`src/rtl/ifetch_pkg.sv`:
```
package ifetch_pkg;

    localparam int unsigned ADDR_W     = 32;
    localparam int unsigned INSN_W     = 32;
    localparam int unsigned INSN_BYTES = 4;
    localparam int unsigned ALIGN_BITS = $clog2(INSN_BYTES);

    typedef logic [ADDR_W-1:0] addr_t;
    typedef logic [INSN_W-1:0] insn_t;

    // where the next fetch address comes from
    typedef enum logic [1:0] {
        SRC_SEQ    = 2'd0,
        SRC_BRANCH = 2'd1,
        SRC_TRAP   = 2'd2,
        SRC_HOLD   = 2'd3
    } npc_src_e;

    // tag of the fetch whose data is returning from memory
    typedef struct packed {
        logic  valid;
        addr_t pc;
    } fetch_tag_t;

    function automatic addr_t word_align(input addr_t a);
        addr_t r;
        r = a;
        r[ALIGN_BITS-1:0] = '0;
        return r;
    endfunction

    function automatic addr_t seq_next(input addr_t a);
        return a + addr_t'(INSN_BYTES);
    endfunction

endpackage

```
`src/rtl/npc_select.sv`:
```
module npc_select
    import ifetch_pkg::*;
(
    input  addr_t    pc_i,
    input  logic     stall_i,
    input  logic     jump_take_i,
    input  addr_t    jump_tgt_i,
    input  logic     trap_req_i,
    input  addr_t    trap_vec_i,
    output addr_t    npc_o,
    output npc_src_e src_o
);

    // fixed priority: exception, stall, branch, sequential
    always_comb begin
        if (trap_req_i) begin
            src_o = SRC_TRAP;
            npc_o = word_align(trap_vec_i);
        end else if (stall_i) begin
            src_o = SRC_HOLD;
            npc_o = pc_i;
        end else if (jump_take_i) begin
            src_o = SRC_BRANCH;
            npc_o = word_align(jump_tgt_i);
        end else begin
            src_o = SRC_SEQ;
            npc_o = seq_next(pc_i);
        end
    end

endmodule

```
`src/rtl/pc_reg.sv`:
```
module pc_reg
    import ifetch_pkg::*;
#(
    parameter addr_t RESET_VEC = 32'h0000_0100
) (
    input  logic  clk,
    input  logic  rst,
    input  addr_t npc_i,
    output addr_t pc_o
);

    localparam addr_t BOOT_PC = word_align(RESET_VEC);

    addr_t pc_q;

    always_ff @(posedge clk) begin
        if (rst) pc_q <= BOOT_PC;
        else     pc_q <= npc_i;
    end

    assign pc_o = pc_q;

endmodule

```
`src/rtl/fetch_resp.sv`:
```
module fetch_resp
    import ifetch_pkg::*;
(
    input  logic     clk,
    input  logic     rst,
    input  npc_src_e src_i,
    input  addr_t    pc_i,
    input  insn_t    rdata_i,
    output insn_t    inst_o,
    output addr_t    inst_pc_o,
    output logic     inst_valid_o
);

    fetch_tag_t tag_q;
    insn_t      keep_q;
    logic       keep_vld_q;

    always_ff @(posedge clk) begin
        if (rst) begin
            tag_q      <= '0;
            keep_q     <= '0;
            keep_vld_q <= 1'b0;
        end else begin
            unique case (src_i)
                SRC_TRAP: begin
                    // the in-flight fetch is squashed
                    tag_q.valid <= 1'b0;
                    tag_q.pc    <= pc_i;
                    keep_vld_q  <= 1'b0;
                end
                SRC_HOLD: begin
                    // memory keeps re-reading; capture the word on show once
                    if (!keep_vld_q) begin
                        keep_q     <= rdata_i;
                        keep_vld_q <= 1'b1;
                    end
                end
                default: begin
                    // sequential or branch: current fetch returns next cycle
                    tag_q.valid <= 1'b1;
                    tag_q.pc    <= pc_i;
                    keep_vld_q  <= 1'b0;
                end
            endcase
        end
    end

    assign inst_o       = keep_vld_q ? keep_q : rdata_i;
    assign inst_pc_o    = tag_q.pc;
    assign inst_valid_o = tag_q.valid;

endmodule

```
`src/rtl/ifetch_npc.sv`:
```
module ifetch_npc
    import ifetch_pkg::*;
#(
    parameter addr_t RESET_VEC = 32'h0000_0100,
    parameter addr_t EXC_VEC   = 32'h0000_0080
) (
    input  logic                 clk,
    input  logic                 rst,
    input  logic                 stall_i,
    input  logic                 jump_take_i,
    input  logic [ADDR_W-1:0]    jump_tgt_i,
    input  logic                 trap_req_i,
    output logic [ADDR_W-1:0]    imem_addr_o,
    input  logic [INSN_W-1:0]    imem_rdata_i,
    output logic [INSN_W-1:0]    inst_o,
    output logic [ADDR_W-1:0]    inst_pc_o,
    output logic                 inst_valid_o
);

    addr_t    pc;
    addr_t    npc;
    npc_src_e src;

    npc_select u_sel (
        .pc_i        (pc),
        .stall_i     (stall_i),
        .jump_take_i (jump_take_i),
        .jump_tgt_i  (jump_tgt_i),
        .trap_req_i  (trap_req_i),
        .trap_vec_i  (EXC_VEC),
        .npc_o       (npc),
        .src_o       (src)
    );

    pc_reg #(.RESET_VEC(RESET_VEC)) u_pc (
        .clk   (clk),
        .rst   (rst),
        .npc_i (npc),
        .pc_o  (pc)
    );

    fetch_resp u_resp (
        .clk          (clk),
        .rst          (rst),
        .src_i        (src),
        .pc_i         (pc),
        .rdata_i      (imem_rdata_i),
        .inst_o       (inst_o),
        .inst_pc_o    (inst_pc_o),
        .inst_valid_o (inst_valid_o)
    );

    assign imem_addr_o = pc;

endmodule

```
`config.mk`:
```
export PLATFORM = sky130hd
export DESIGN_NAME = ifetch_npc
export DESIGN_NICKNAME = d
export VERILOG_FILES = /design/src/rtl/ifetch_pkg.sv /design/src/rtl/npc_select.sv /design/src/rtl/pc_reg.sv /design/src/rtl/fetch_resp.sv /design/src/rtl/ifetch_npc.sv
export SDC_FILE = /design/constraint.sdc
export NUM_CORES = 1
export LEC_CHECK = 0
export BUFFER_PORTS_ARGS = -buffer_cell sky130_fd_sc_hd__buf_2
export CELL_PAD_IN_SITES_DETAIL_PLACEMENT = 2
export CELL_PAD_IN_SITES_GLOBAL_PLACEMENT = 2
export CORE_UTILIZATION = 30
export CTS_CLUSTER_SIZE = 25
export DETAILED_ROUTE_END_ITERATION = 10
export PLACE_DENSITY_LB_ADDON = 0.25
export RECOVER_POWER = 100
export SYNTH_ARGS = -nofsm -noshare
export SYNTH_HDL_FRONTEND = slang
export SYNTH_HIERARCHICAL = 1
export SYNTH_SLANG_ARGS = --single-unit
export TNS_END_PERCENT = 1
```
`constraint.sdc`:
```
create_clock -name clk -period 2.43 [get_ports clk]
set_input_delay 0.1215 -clock clk [delete_from_list [all_inputs] [get_ports clk]]
set_output_delay 0.1215 -clock clk [all_outputs]
set_load 0.02 [all_outputs]
```
==> impl_metrics.toml, run 1 <==
[die]
coreArea_um2 = 18090
die-height_um = 138.1
ios = 166
die_width_um = 138.1
die_area_um2 = 19080
start_util = 0.3074
num_rows = 49

[yosys]
yosysTopAreaCell = "dfxtp_1"
syn_inst = 630
yosys_warnings = 6
netlist_area_um2 = 5560
synthArstFlopShare = 0
ys.flop_type = "dfxtp_1"
synth.top_cell.area_share = 0.3528
synth_cell_types = 51
synth_area_leaders = "dfxtp_1 (35%), mux2_2 (7.5%), nand2b_1 (7.4%)"
ys_seq_area_frac = 0.3528
ys_seq_elements = 98
postSynthAreaPerCell_um2 = 8.826
synth-edff-count = 0

[sta]
finalSetupTns_ns = 0
setup_violations = 0
finalClockSkew_ns = 0.008807
maxSlewViolCount = 0
fmax_mhz = 439.7
timing.final.crit_share = 0.9359
worst_slew_pin_slew_ns = 1.290
hold_viol_final = 0
rsz0062_at_grt = "false"
relSlewSlack = 0.1399
holdWs_ns = 0.03666
min_period_ns = 2.274
fin_ws_ns = 0.1557

[route]
routedWlPerCell_um = 19.02
vias_per_cell = 5.135
drc_errors = 26
ant_nets = 0
vias = 5351
drt_iter0_markers = 297
dr.pass1.iters = 7
wl_um = 19820

[setup_path]
cp_max_fo = 5
cp_cell_sequence = "ha_1, nand4_1, nor4_1, clkbuf_1, nand3_1, xnor2_1, o21ba_2, nor2b_1"
arrival_ns = 2.51
reg2regPathDepth = 8
reg2reg_slack_ns = 0.16
r2r-end = "u_pc/pc_o[30]"
cp_num_buf_inv = 1
critical-path-slowest-cell = "nor4_1"
start_kind = "register"
crit_family = "simple AND/OR/NAND/NOR gates"
crit_required_ns = 2.67
slowest_delay_ns = 0.42
path_class = "reg -> reg"
setup.worst_path.end = "u_pc/pc_o[30]"
path_depth = 8
reg2reg_from = "u_pc/pc_o[3]"
crit_path_end_kind = "register"
startpoint = "u_pc/pc_o[3]"

[run]
maxCapViolCount = 0

[global_routing]
antenna_found_initial = 0
grt_pass1_wl_um = 31860
grt_usage = 0.2107
grt_max_degree = 81
grt_overflow = 0
grt_pass1_vias = 5751

[run_status]
violations = "design-rule violations"
status = "complete, but fails checks"

[placement]
gp_congestion = 0.7726
placement.io_buffers = 163
dpl.cell_count = 1025
dp_slack_ns = 0.1761
dp_hpwl_um = 14290

[power_and_ir_drop]
power.switching_uw = 1254
pwr_density_cell_nw_per_um2 = 600.4
leakage_uw = 0.002580
switching_share = 0.3027
intPower_uw = 2890
seqPwrFrac = 0.429
peakVddDrop_v = 0.0003232
combPwrFrac = 0.210
power_frac_clock = 0.360

[finish]
n_antenna_cell = 0
drive_gt1_frac = 0.2325
final_cell_count_no_fill = 1042
syn_to_final_growth_pct = 24.12
nNetsFinal = 878

[worst_hold_path]
hold_path.class = "in -> reg"

[cts]
worstSkewPairLatency_ns = 0.35
cts.sinks = 98
path_clk_slew_ns = 0.07
clockBufferDepth = 2
cts_tree = "yes"
htree_num_levels = 3
cts-resized-gates = 0
cts_inserted_buffers = 9
cts-root-buf = "clkbuf_16"
per-layer routing:
| layer | wire length [um] | global-route usage |
|---|---|---|
| met5 | 0 | 0 |
| met4 | 221 | 0.05145 |
| met3 | 800 | 0.03879 |
| met2 | 9665 | 0.3641 |
| met1 | 9133 | 0.2707 |
power by group through the flow:
stage          combinational, uW  sequential, uW  clock, uW
2_1_floorplan                503            1880          0
6_report                     872            1780       1490
4_1_cts                      911            1780       1550
3_3_place_gp                 876            1810          0
5_1_grt                      945            1790       1640
3_5_place_dp                 906            1820          0
placed cells by master (no fill, tap or decap), drive strengths merged, types with 30 or more instances in the layout:
cell type,synthesis,routed
a21bo,32,32
a21oi,44,44
buf,35,90
clkbuf,21,116
conb,2,30
dfxtp,98,98
mux2,37,37
mux2i,36,36
nand2b,66,66
nand3,43,43
nor2b,32,32
tightest hold or removal path, cell delays in order:
cell and delay (ns):
buf_2 0.10, nand2b_1 0.06, mux2i_1 0.06
timing repair:
item,CTS,global route
hold buffers,0,0
endpoints found under the setup margin,0,1
buffers inserted,0,1
Yosys cell counts, types with 6 or more instances:
master,n
a221oi_1,14
nor2_1,20
o21ai_0,19
buf_2,21
nor3_1,7
a21oi_1,44
mux2i_1,36
a21bo_2,32
clkbuf_1,21
dfxtp_1,98
xnor2_1,6
o22ai_1,6
nand4_1,9
nand2b_1,66
inv_1,7
nand3_1,43
mux2_2,37
nor2b_1,32
nor4_1,6
nand2_1,26
buf_6,6
buf_1,7
a2bb2oi_1,8
final cells by class:
class | count | area (um^2)
Clock buffer | 11 | 242.7
Timing Repair Buffer | 195 | 922.1
Sequential cell | 98 | 1962
Clock inverter | 5 | 61.31
Tap cell | 229 | 286.5
Inverter | 7 | 26.28
Fill cell | 2123 | 11180
Multi-Input combinational cell | 497 | 3401
worst min-delay path by stage:
stage                           startpoint           endpoint  slack [ns]  cells after the start
after CTS                 imem_rdata_i[29]  u_resp/keep_q[29]        0.02                      3
after global placement    imem_rdata_i[15]  u_resp/keep_q[15]        0.39                      3
final                     imem_rdata_i[29]  u_resp/keep_q[29]        0.04                      3
after detailed placement  imem_rdata_i[29]  u_resp/keep_q[29]        0.40                      3
after floorplan                        rst      u_pc/pc_o[29]        0.19                      1
after global routing       imem_rdata_i[4]   u_resp/keep_q[4]        0.03                      3
cells by family (layout without fill, tap and decap cells):
family                   Yosys count  in the layout  synth area share
AND/OR/NAND/NOR                  224            224            0.2243
AO/OA/AOI/OAI                    158            158            0.2061
flip-flops                        98             98            0.3528
multiplexers                      73             73            0.1397
buffers and inverters             63            218           0.05603
XOR/XNOR                          11             11           0.01733
other                              2             30          0.001351
adder cells (fa/ha/maj)            1              1          0.002250
registers in the layout (all words and copies together), names as in the netlist:
register	count
u_resp/inst_valid_o	1
u_resp/inst_pc_o	32
u_resp/keep_vld_q	1
u_pc/pc_o	32
u_resp/keep_q	32
stage by stage:
stage	total power (uW)	util	area, um^2
global placement	2681	0.3734	6754
finish	4144	0.3816	6902
CTS	4241	0.3902	7058
global route	4376	0.3816	6902
floorplan	2385	-	5665
detailed placement	2722	0.3734	6754
No activity file was read; power rests on OpenSTA's default activity.
==> run 2: changes to the inputs <==
--- a/config.mk
+++ b/config.mk
@@ -6,9 +6,9 @@
 export NUM_CORES = 1
 export LEC_CHECK = 0
 export BUFFER_PORTS_ARGS = -buffer_cell sky130_fd_sc_hd__buf_2
-export CELL_PAD_IN_SITES_DETAIL_PLACEMENT = 2
-export CELL_PAD_IN_SITES_GLOBAL_PLACEMENT = 2
-export CORE_UTILIZATION = 30
+export CELL_PAD_IN_SITES_DETAIL_PLACEMENT = 0
+export CELL_PAD_IN_SITES_GLOBAL_PLACEMENT = 1
+export CORE_UTILIZATION = 35
 export CTS_CLUSTER_SIZE = 25
 export DETAILED_ROUTE_END_ITERATION = 10
 export PLACE_DENSITY_LB_ADDON = 0.25
==> run 2 against run 1 <==
The run now ends clean. Via count down 2.2%. Utilization increased by 6.7 points. Sequential power is essentially flat. Power up 0.74%. Wire length shrank 18%. Design area about the same. First-iteration DRC count rose by 14%. Non-clock buffer count down 5. Critical path type is now reg -> out.
==> impl_metrics.toml, run 2 (same netlist as run 1, synthesis figures left out) <==
[run_status]
status = "finished clean"

[global_routing]
use_met1 = 0.2736
grt_pass1_vias = 4863
grtUsageMet3 = 0.02838
grt-busiest-layer = "met2"
grt_overflow = 0
globalRouteMet2Util = 0.3079
antenna_found_initial = 0
grt_max_degree = 68
grt_usage = 0.1975
grt_pass1_wl_um = 25330

[sta]
timing.final.crit_share = 0.9331
holdWs_ns = 0.04228
fmax_mhz = 441.0
finalClockSkew_ns = 0.007359
min_period_ns = 2.267
finalSetupTns_ns = 0
setup_violations = 0
worst_slew_pin_slew_ns = 1.349
maxSlewViolCount = 0
hold_viol_final = 0
relSlewSlack = 0.1004
rsz0062_at_grt = "false"

[finish]
drive_gt1_frac = 0.2528
syn_to_final_growth_pct = 24.14
final_common_cell = "dfxtp_1"
n_antenna_cell = 0
nNetsFinal = 873
design_area_um2 = 6903
post-route-util = 0.4491
final_cell_mix = "dfxtp_1 (98), clkbuf_1 (80), buf_2 (68), nand2b_1 (66), a21oi_1 (44)"
n_fill_cell = 1586

[setup_path]
reg2regPathDepth = 7
crit_required_ns = 2.31
crit_path_end_kind = "primary output"
crit_family = "buffers and inverters"
path_class = "reg -> out"
cp_common_cell = "clkbuf_2"
cp_num_buf_inv = 2
arrival_ns = 2.15
slowest_delay_ns = 0.67
start_kind = "register"
cp_max_fo = 21
critical-path-slowest-cell = "dfxtp_1"
cp_cell_sequence = "clkbuf_2, mux2_2, clkbuf_2"
path_depth = 3

[route]
ant_nets = 0
routedWlPerCell_um = 16.00
drt_iter0_markers = 338
vias_per_cell = 5.139
vias = 5231
drc_errors = 0
dr.pass1.iters = 6
wl_um = 16290

[cts]
htree_num_levels = 3
cts_inserted_buffers = 9
cts_tree = "yes"
cts.sinks = 98
cts-root-buf = "clkbuf_16"
worstSkewPairLatency_ns = 0.34
clockBufferDepth = 2
path_clk_slew_ns = 0.07

[power_and_ir_drop]
combPwrFrac = 0.200
seqPwrFrac = 0.427
leakage_uw = 0.002629
switching_share = 0.2857
intPower_uw = 2982
peakVddDrop_v = 0.0003276
power_frac_clock = 0.373
power.switching_uw = 1193
pwr_density_cell_nw_per_um2 = 604.7

[placement]
placement.io_buffers = 163
placed_area_um2 = 6706
dp_hpwl_um = 11370
gp_congestion = 0.8483

[die]
num_rows = 45
die-height_um = 128.0
coreArea_um2 = 15370
die_width_um = 128.0
start_util = 0.3617
die_area_um2 = 16390
ios = 166

[worst_hold_path]
hold_path.class = "in -> reg"
hold_path_depth = 3

[run]
maxCapViolCount = 0
run 2: worst reg2reg max path, stage by stage, from the launching register on:
cell and delay, ns:
dfxtp_1 0.34, ha_1 0.25, nand4_1 0.26, or4_4 0.62, o31a_1 0.32, o21ai_0 0.16, a2bb2oi_1 0.07, nor2b_1 0.13
run 2: path summary, 6_finish.rpt:
path / startpoint / end / slack, ns
max: u_resp/keep_vld_q / inst_o[30] / 0.16
min: imem_rdata_i[19] / u_resp/keep_q[19] / 0.04
min reg2reg: u_resp/inst_pc_o[31] / u_resp/inst_pc_o[31] / 0.46
max reg2reg: u_pc/pc_o[2] / u_pc/pc_o[28] / 0.17
run 2: power by group through the flow:
stage	clock (uW)	combinational, uW	sequential (uW)
2_1_floorplan	0	503	1880
3_3_place_gp	0	851	1810
3_5_place_dp	0	859	1820
4_1_cts	1610	864	1780
5_1_grt	1670	908	1800
6_report	1560	836	1780
run 2: stage by stage:
step / setup WS [ns] / power, uW / std cells
floorplan: 0.1522 / 2385 / 658
global placement: 0.2664 / 2663 / 1002
detailed placement: 0.2385 / 2678 / 1002
CTS: 0.2069 / 4259 / 1017
global route: 0.01265 / 4375 / 1018
finish: 0.1625 / 4174 / 1018
run 2: area by class of cell:
type                    count  area, um^2  share of cell area
clock buffers              11       242.7             0.03516
clock inverters             4       76.32             0.01106
inverters                   7       26.28            0.003806
multi-input cells         497        3400              0.4925
flip-flops and latches     98        1962              0.2842
well taps                 211       264.0             0.03825
repair buffers            190       932.1              0.1350
run 2: layer usage:
layer  wire length (um)  share of wire
met1               7906           0.49
met2               7164           0.44
met3                924          0.057
met4                298          0.018
met5                  0              0
run 2: what timing repair did:
action | 4_1_cts | 5_1_grt
endpoints found under the setup margin | 0 | 1
setup buffers | 0 | 1
hold buffers | 0 | 0
resized for setup | 0 | 0
==> run 3: changes to the inputs <==
--- a/config.mk
+++ b/config.mk
@@ -11,7 +11,7 @@
 export CORE_UTILIZATION = 35
 export CTS_CLUSTER_SIZE = 25
 export DETAILED_ROUTE_END_ITERATION = 10
-export PLACE_DENSITY_LB_ADDON = 0.25
+export PLACE_DENSITY = 0.76
 export RECOVER_POWER = 100
 export SYNTH_ARGS = -nofsm -noshare
 export SYNTH_HDL_FRONTEND = slang
==> run 3 against run 2 <==
Power decreased by 2.2%. Register-to-register slack better by 0.11 ns. Wire length fell by 2.4%. Sequential power is essentially flat. Critical endpoint is now u_pc/pc_o[28].
==> impl_metrics.toml, run 3 (same netlist as run 1, synthesis figures left out) <==
[run_status]
status = "finished clean"

[die]
ios = 166
start_util = 0.3617
num_rows = 45
die_area_um2 = 16390
coreArea_um2 = 15370
die_width_um = 128.0
die-height_um = 128.0

[sta]
fin_ws_ns = 0.2752
fmax_mhz = 464.1
timing.final.crit_share = 0.8867
setup_violations = 0
worst_slew_pin_slew_ns = 1.034
finalSetupTns_ns = 0
finalClockSkew_ns = 0.009923
rsz0062_at_grt = "false"
min_period_ns = 2.155
hold_viol_final = 0
relSlewSlack = 0.3107
maxSlewViolCount = 0

[setup_path]
crit_required_ns = 2.66
arrival_ns = 2.38
start_kind = "register"
reg2reg_slack_ns = 0.28
crit_path_end_kind = "register"
path_class = "reg -> reg"
cp_max_fo = 9

[power_and_ir_drop]
pwr_density_cell_nw_per_um2 = 595.6
intPower_uw = 2873
power.switching_uw = 1208
combPwrFrac = 0.201
switching_share = 0.2960
power_uw = 4081
leakage_uw = 0.002554
power_frac_clock = 0.361
peakVddDrop_v = 0.0003680
seqPwrFrac = 0.438

[cts]
clockBufferDepth = 2
cts.sinks = 98
worstSkewPairLatency_ns = 0.35
cts-resized-gates = 0
post_cts.repair.setup_buffers = 0
path_clk_slew_ns = 0.07
cts-root-buf = "clkbuf_16"
cts.hold.buffers_added = 0
cts_tree = "yes"
htree_num_levels = 3
cts_inserted_buffers = 9

[placement]
gp_congestion = 0.8556
dp_hpwl_um = 11300
dp_slack_ns = 0.2955
placed_area_um2 = 6716
placement.io_buffers = 163

[route]
drt_iter0_markers = 237
wl_um = 15900
routedWlPerCell_um = 15.54
vias_per_cell = 5.089
ant_nets = 0
dr.pass1.iters = 5
vias = 5206
drc_errors = 0

[finish]
drive_gt1_frac = 0.2303
post-route-util = 0.4457
final_cell_mix = "clkbuf_1 (102), dfxtp_1 (98), buf_2 (66), nand2b_1 (66), a21oi_1 (44)"
design_area_um2 = 6852
nNetsFinal = 877
final_common_cell = "clkbuf_1"
n_fill_cell = 1583
n_antenna_cell = 0
syn_to_final_growth_pct = 23.22

[run]
maxCapViolCount = 0

[global_routing]
grt_usage = 0.1940
grt_pass1_vias = 4872
grt_max_degree = 38
grt_pass1_wl_um = 25010
grt_overflow = 0
antenna_found_initial = 0

[worst_hold_path]
hold_path.class = "in -> reg"
## run 3: cell count changes in the layout (fill, tap and decap cells not counted), sizes merged
| cell | change |
|---|---|
| clkinvlp | +2 |
| buf | -1 |
| bufinv | -1 |
| clkinv | +1 |
| clkbuf | +4 |
## run 3: critical path: stages (launching register included)
cell	delay, ns
dfxtp_1	0.33
ha_1	0.24
nand4_1	0.18
or4_4	0.59
o31a_1	0.32
o21ai_0	0.16
a2bb2oi_1	0.08
nor2b_1	0.13
## run 3: final timing paths
kind,start,endpoint,cells past startpoint
worst max-delay path,u_pc/pc_o[2],u_pc/pc_o[28],7
worst min-delay path,imem_rdata_i[27],u_resp/keep_q[27],3
worst max register to register,u_pc/pc_o[2],u_pc/pc_o[28],7
worst min register to register,u_resp/inst_valid_o,u_resp/inst_valid_o,2
## run 3: area by class of cell
| cell class | count | area [um^2] | share of cell area |
|---|---|---|---|
| Clock inverter | 6 | 66.31 | 0.009679 |
| Inverter | 7 | 26.28 | 0.003835 |
| Timing Repair Buffer | 194 | 900.9 | 0.1315 |
| Multi-Input combinational cell | 497 | 3393 | 0.4953 |
| Sequential cell | 98 | 1962 | 0.2863 |
| Clock buffer | 10 | 239.0 | 0.03488 |
| Tap cell | 211 | 264.0 | 0.03853 |
## run 3: power by group through the flow
| stage | Sequential, uW | Clock, uW | Combinational [uW] |
|---|---|---|---|
| 3_3_place_gp | 1810 | 0 | 839 |
| 6_report | 1790 | 1470 | 822 |
| 5_1_grt | 1800 | 1590 | 896 |
| 3_5_place_dp | 1820 | 0 | 852 |
| 2_1_floorplan | 1880 | 0 | 503 |
| 4_1_cts | 1780 | 1520 | 856 |
## run 3: layer usage
| metal | track usage | vias to the layer above | routed length (um) |
|---|---|---|---|
| met5 | 0 | - | 0 |
| met4 | 0.07128 | 0 | 185 |
| met3 | 0.03715 | 14 | 1018 |
| met2 | 0.3021 | 178 | 7039 |
| met1 | 0.2657 | 2443 | 7655 |
| li1 | - | 2571 | - |
## run 3: per-stage QoR
step / hold slack (ns) / std cells
after floorplan: 0.1931 / 658
after global placement: 0.3948 / 1007
after detailed placement: 0.4054 / 1007
after CTS: 0.03192 / 1023
after global routing: 0.03951 / 1023
final: 0.04419 / 1023
